===== src/rtl/vmode_regs.sv =====
module vmode_regs #(
  parameter int BANKS = 64,
  parameter int MAX_X = 1600,
  parameter int MAX_Y = 1200,
  parameter logic [15:0] ID_BASE = 16'hD0A0,
  localparam int PW = 18,
  localparam int SW = 33,
  localparam int DW = $clog2(BANKS) + 17
) (
  input  logic          clk,
  input  logic          rst_n,
  input  logic          idx_we,
  input  logic          data_we,
  input  logic [15:0]   wdata,
  output logic [15:0]   rdata,
  output logic          busy,
  output logic [PW-1:0] line_pitch,
  output logic [SW-1:0] start_word
);
  localparam int CW = $clog2(DW + 1);
  localparam logic [DW-1:0] VRAM = DW'(BANKS) << 16;
  localparam logic [15:0] BMASK = 16'(BANKS - 1);

  logic [15:0] idx_q, id_q, xres_q, yres_q, bpp_q, bank_q, vw_q, vh_q, xo_q, yo_q;
  logic [PW-1:0] pitch_q, cp;
  logic [SW-1:0] start_q;
  logic          busy_q;
  logic [CW-1:0] cnt;
  logic [DW-1:0] rq;
  logic [PW-1:0] rem;
  logic [15:0]   cw;

  function automatic logic [PW-1:0] bytes_of(logic [15:0] w, logic [15:0] b);
    logic [16:0] s;
    s = {1'b0, b} + 17'd7;
    if (b == 16'd4) return {3'b0, w[15:1]};
    return {2'b0, w} * {15'b0, s[5:3]};
  endfunction

  wire        wr_ok = data_we && !idx_we && !busy_q;
  wire [15:0] nbpp  = (wdata == 16'd0) ? 16'd8 : wdata;
  wire [15:0] sx    = (idx_q == 16'd7) ? wdata : xo_q;
  wire [15:0] sy    = (idx_q == 16'd8) ? wdata : yo_q;
  wire [SW+1:0] full = ({16'b0, pitch_q} * {18'b0, sy}) + {17'b0, bytes_of(sx, bpp_q)};

  wire [PW:0]   rem_sh = {rem, rq[DW-1]};
  wire          ge     = rem_sh >= {1'b0, cp};
  wire [PW:0]   rem_df = rem_sh - {1'b0, cp};
  wire [PW-1:0] rem_n  = ge ? rem_df[PW-1:0] : rem_sh[PW-1:0];
  wire [DW-1:0] rq_n   = {rq[DW-2:0], ge};
  wire [15:0]   vh_new = (|rq_n[DW-1:16]) ? 16'hFFFF : rq_n[15:0];

  always_ff @(posedge clk) begin
    if (!rst_n) begin
      idx_q <= '0; id_q <= ID_BASE; xres_q <= '0; yres_q <= '0; bpp_q <= '0;
      bank_q <= '0; vw_q <= '0; vh_q <= '0; xo_q <= '0; yo_q <= '0;
      pitch_q <= '0; start_q <= '0; busy_q <= 1'b0; cnt <= '0;
      rq <= '0; rem <= '0; cw <= '0; cp <= '0;
    end else begin
      if (idx_we) idx_q <= wdata;
      if (busy_q) begin
        rem <= rem_n;
        rq  <= rq_n;
        cnt <= cnt - 1'b1;
        if (cnt == CW'(1)) begin
          busy_q <= 1'b0;
          if (vh_new >= yres_q) begin
            vw_q <= cw; vh_q <= vh_new; pitch_q <= cp;
          end
        end
      end else if (wr_ok) begin
        case (idx_q)
          16'd0: if (wdata == ID_BASE || wdata == ID_BASE + 16'd1 || wdata == ID_BASE + 16'd2)
                   id_q <= wdata;
          16'd1: if (wdata <= 16'(MAX_X) && wdata[2:0] == 3'd0) xres_q <= wdata;
          16'd2: if (wdata <= 16'(MAX_Y)) yres_q <= wdata;
          16'd3: if (nbpp inside {16'd4, 16'd8, 16'd15, 16'd16, 16'd24, 16'd32}) bpp_q <= nbpp;
          16'd4: bank_q <= wdata & BMASK;
          16'd5: if (wdata >= xres_q) begin
                   cw <= wdata; cp <= bytes_of(wdata, bpp_q);
                   rq <= VRAM; rem <= '0; cnt <= CW'(DW); busy_q <= 1'b1;
                 end
          16'd7: begin xo_q <= wdata; start_q <= full[SW+1:2]; end
          16'd8: begin yo_q <= wdata; start_q <= full[SW+1:2]; end
          default: ;
        endcase
      end
    end
  end

  always_comb begin
    case (idx_q)
      16'd0: rdata = id_q;
      16'd1: rdata = xres_q;
      16'd2: rdata = yres_q;
      16'd3: rdata = bpp_q;
      16'd4: rdata = bank_q;
      16'd5: rdata = vw_q;
      16'd6: rdata = vh_q;
      16'd7: rdata = xo_q;
      16'd8: rdata = yo_q;
      default: rdata = 16'd0;
    endcase
  end

  assign busy       = busy_q;
  assign line_pitch = pitch_q;
  assign start_word = start_q;
endmodule



===== config.mk =====
export PLATFORM = sky130hd
export DESIGN_NAME = vmode_regs
export DESIGN_NICKNAME = d
export VERILOG_FILES = /design/src/rtl/vmode_regs.sv
export SDC_FILE = /design/constraint.sdc
export NUM_CORES = 2
export LEC_CHECK = 0
export BUFFER_PORTS_ARGS = -buffer_cell sky130_fd_sc_hd__buf_4
export CORE_MARGIN = 4
export CORE_UTILIZATION = 50
export CTS_BUF_LIST = sky130_fd_sc_hd__clkbuf_16
export DETAILED_ROUTE_END_ITERATION = 8
export PLACE_DENSITY_LB_ADDON = 0.15
export SLEW_MARGIN = 20
export SYNTH_ARGS = -nofsm -noshare
export SYNTH_HDL_FRONTEND = slang
export SYNTH_SLANG_ARGS = --single-unit

===== constraint.sdc =====
create_clock -name clk -period 28.3 [get_ports clk]
set_input_delay 5.66 -clock clk [delete_from_list [all_inputs] [get_ports clk]]
set_output_delay 5.66 -clock clk [all_outputs]
set_load 0.01 [all_outputs]

==> flow_metrics.py <==
metrics = {
    "timing": {
        "tightest_slew_ns": 1.132,
        "finalHoldViolations": 0,
        "final.period_utilization": 0.4786,
        "fin_setup_tns_ns": 0,
        "hold_ws_ns": 0.4448,
        "setup_viol": 0,
        "fin_ws_ns": 14.76,
        "maxSlewHeadroom": 0.2429,
        "drv_slew": 0,
        "fmax_ghz": 0.07384,
        "skew_ns": 0.01944,
        "post-route-min-period_ns": 13.54,
        "rsz0062_at_grt": "false",
    },
    "grt": {
        "track_usage": 0.2718,
        "grt_pass1_vias": 21510,
        "grt_max_degree": 99,
        "overflow": 0,
        "grt_pass1_wl_um": 117600,
        "antenna_found_initial": 1,
    },
    "floorplan": {
        "initial_core_util": 0.5056,
        "core-area_um2": 50170,
        "die_w_um": 233.2,
        "num_io_pins": 88,
        "rows": 82,
        "die-area_um2": 54400,
        "die_y_um": 233.2,
    },
    "synth": {
        "syn_area_um2": 25370,
        "synth_mux_area_frac": 0.05830,
        "synth_cells": 2959,
        "synth_area_leaders": "dfxtp_1 (22%), fa_1 (21%), ha_1 (9.7%), nand2_1 (6.3%), inv_1 (5.6%)",
        "ys_seq_elements": 282,
        "yosysUniqueCellTypes": 75,
        "synthAdderAreaFrac": 0.3114,
        "synth_simple_gate_area_frac": 0.1897,
        "synth_common_cells": "nand2_1 (426), inv_1 (379), dfxtp_1 (282)",
        "syn-num-nets": 3447,
        "synth_xor_area_frac": 0.02141,
        "synth_edf_count": 0,
        "async_reset_ff_frac": 0,
        "syn_avg_cell_area_um2": 8.572,
        "synth_most_common_cell": "nand2_1",
        "seq_area_frac_synth": 0.2226,
        "synthDominantCellAreaShare": 0.2226,
        "yosysTopAreaCell": "dfxtp_1",
        "synth-main-ff-cell": "dfxtp_1",
        "ys_warn_count": 0,
        "synth_compound_area_frac": 0.1151,
        "synth_top_family_by_area": "adder cells",
    },
    "clock_network": {
        "hold_buffers": 0,
        "cts_buffers": 36,
        "path_clk_slew_ns": 0.06,
        "htree_levels": 2,
        "ctsResizeCount": 0,
        "clockRootBuffer": "clkbuf_16",
        "cts_tree": "yes",
        "clk_latency_ns": 0.57,
        "cts.sinks": 282,
        "cts_max_path_buffers": 3,
        "cts_setup_buffers": 0,
    },
    "placed_design": {
        "dp_hpwl_um": 53030,
        "routabilityCongestion": 0.9405,
        "post-place-ws_ns": 14.26,
        "io_buffers": 87,
    },
    "final_layout": {
        "syn_to_final_growth_pct": 9.263,
        "n_antenna_cell": 0,
        "num-nets-final": 3453,
        "drive_above_1_share": 0.08498,
    },
    "route": {
        "drtIter0Drc": 1472,
        "wl_um": 72360,
        "routed-via-count": 20730,
        "first_pass_iters": 5,
        "dr_wl_met3_um": 4442,
        "dr.max_layer_used": "met5",
        "wl_met1_um": 31830,
        "avgRoutedWirePerCell_um": 19.76,
        "vias_per_cell": 5.662,
        "dr_wl_met2_um": 33500,
        "ant_nets": 0,
        "drc_errors": 0,
    },
    "critical_path": {
        "critPathLaunchType": "input port",
        "crit_end": "start_word[32]$_SDFFE_PN0P_",
        "arrival_ns": 13.98,
        "startpoint": "wdata[1]",
        "critical_path.top_delay_family": "compound AO/OA/AOI/OAI gates",
        "worstSetupPathType": "input port to flip-flop",
        "cp_num_buf_inv": 3,
        "cp_slowest_cell": "a2111oi_1",
        "slowest_delay_ns": 0.54,
        "crit_required_ns": 28.73,
        "crit_fanout": 19,
        "regToRegEndpoint": "start_word[29]$_SDFFE_PN0P_",
        "cp.depth": 32,
        "reg2reg_depth": 34,
        "rrSetupSlack_ns": 18.22,
        "end_kind": "flip-flop",
        "r2r_start": "idx_q[6]$_SDFFE_PN0P_",
    },
    "status": {
        "outcome": "complete, no violations",
    },
    "power_and_ir_drop": {
        "peakVddDrop_v": 0.00005596,
        "power_leakage_nw": 12.63,
        "power_density_nw_per_um2": 32.61,
    },
    "run": {
        "cap_violations": 0,
    },
    "worst_hold_path": {
        "hp-class": "flip-flop to flip-flop",
    },
}
-- stage by stage --
stage / utilization / cells / cell area [um^2] / total power, W
global route: 0.5524 / 3661 / 27720 / 0.0009328
CTS: 0.5519 / 3660 / 27690 / 0.0009147
global placement: 0.5294 / 3598 / 26560 / 0.0004615
floorplan: - / 2959 / 25370 / 0.0004413
finish: 0.5524 / 3661 / 27720 / 0.0009038
detailed placement: 0.5294 / 3598 / 26560 / 0.0004622
-- logic make-up after synthesis --
kind of cell / Yosys count
AOI/OAI and AO/OA: 429
buffers and inverters: 537
DFF: 282
and+or+nand+nor: 1037
adders and majority gates: 468
muxes: 144
xor gates and xnor gates: 62
-- registers in the layout (all words and copies together) (netlist names), 16 cells and up --
name and count:
start_word 33, rq 23, cp 18, line_pitch 18
rem 18, bpp_q 16, cw 16, id_q 16
idx_q 16, vh_q 16, vw_q 16, xo_q 16
xres_q 16, yo_q 16, yres_q 16
-- worst reg2reg max path: cells and delay by family (launching register included) --
family	cells	cell delay, ns
adder cells (fa/ha/maj)	8	3.58
AND/OR/NAND/NOR	9	1.95
flip-flops	1	0.31
buffers and inverters	2	0.49
XOR/XNOR	1	0.13
AO/OA/AOI/OAI	12	2.74
multiplexers	2	0.80
-- metal layers --
metal	vias to the layer above	global-route usage
met5	-	0
met4	2	0.08947
met3	151	0.03951
met2	659	0.4483
met1	10240	0.3685
li1	9679	-
-- final cells by class --
| type | count | area (um^2) |
|---|---|---|
| Tap cell | 672 | 840.8 |
| Clock buffer | 37 | 925.9 |
| Multi-Input combinational cell | 2140 | 17710 |
| Inverter | 380 | 1431 |
| Timing Repair Buffer | 125 | 958.4 |
| Fill cell | 4584 | 22460 |
| Clock inverter | 25 | 203.9 |
| Sequential cell | 282 | 5645 |
-- where the power goes --
part / internal (W) / switching (W)
registers: 0.000400 / 0.00000339
clock network: 0.000258 / 0.000191
logic: 0.0000118 / 0.0000391
total: 0.000670 / 0.000234
-- worst min-delay path by stage --
| stage | startpoint | endpoint | slack, ns | cells after the start |
|---|---|---|---|---|
| 2_1_floorplan | id_q[12]$_SDFFE_PN1P_ | id_q[12]$_SDFFE_PN1P_ | 0.42 | 1 |
| 3_3_place_gp | id_q[7]$_SDFFE_PN1P_ | id_q[7]$_SDFFE_PN1P_ | 0.43 | 1 |
| 3_5_place_dp | id_q[12]$_SDFFE_PN1P_ | id_q[12]$_SDFFE_PN1P_ | 0.43 | 1 |
| 4_1_cts | id_q[12]$_SDFFE_PN1P_ | id_q[12]$_SDFFE_PN1P_ | 0.45 | 1 |
| 5_1_grt | id_q[12]$_SDFFE_PN1P_ | id_q[12]$_SDFFE_PN1P_ | 0.46 | 1 |
| 6_report | id_q[7]$_SDFFE_PN1P_ | id_q[7]$_SDFFE_PN1P_ | 0.44 | 1 |
-- placed cells by master, fill, tap and decap left out, types with 6 or more instances in the layout --
master,synthesis,routed
nand2_1,426,426
inv_1,379,387
dfxtp_1,282,282
fa_1,272,272
nor2_1,230,228
ha_1,196,196
buf_4,3,124
mux2i_1,114,114
a21oi_1,101,101
o21ai_0,79,79
nor2b_1,74,74
and2_1,74,73
nor3_1,62,62
a22o_1,43,43
nand3_1,37,37
clkbuf_16,0,37
a21o_1,33,33
xnor2_1,34,31
mux2_2,30,30
xor2_1,28,28
and3_1,28,28
nand2b_1,27,27
a22oi_1,23,23
or2_2,18,18
a31oi_1,19,18
o21a_1,17,17
a211oi_1,15,15
a221oi_1,14,14
or3_1,11,11
a311oi_1,11,11
nand4_1,10,10
o21bai_1,10,10
a222oi_1,9,9
nor4_1,6,6
o31ai_1,6,6
No activity file was read; power rests on OpenSTA's default activity.
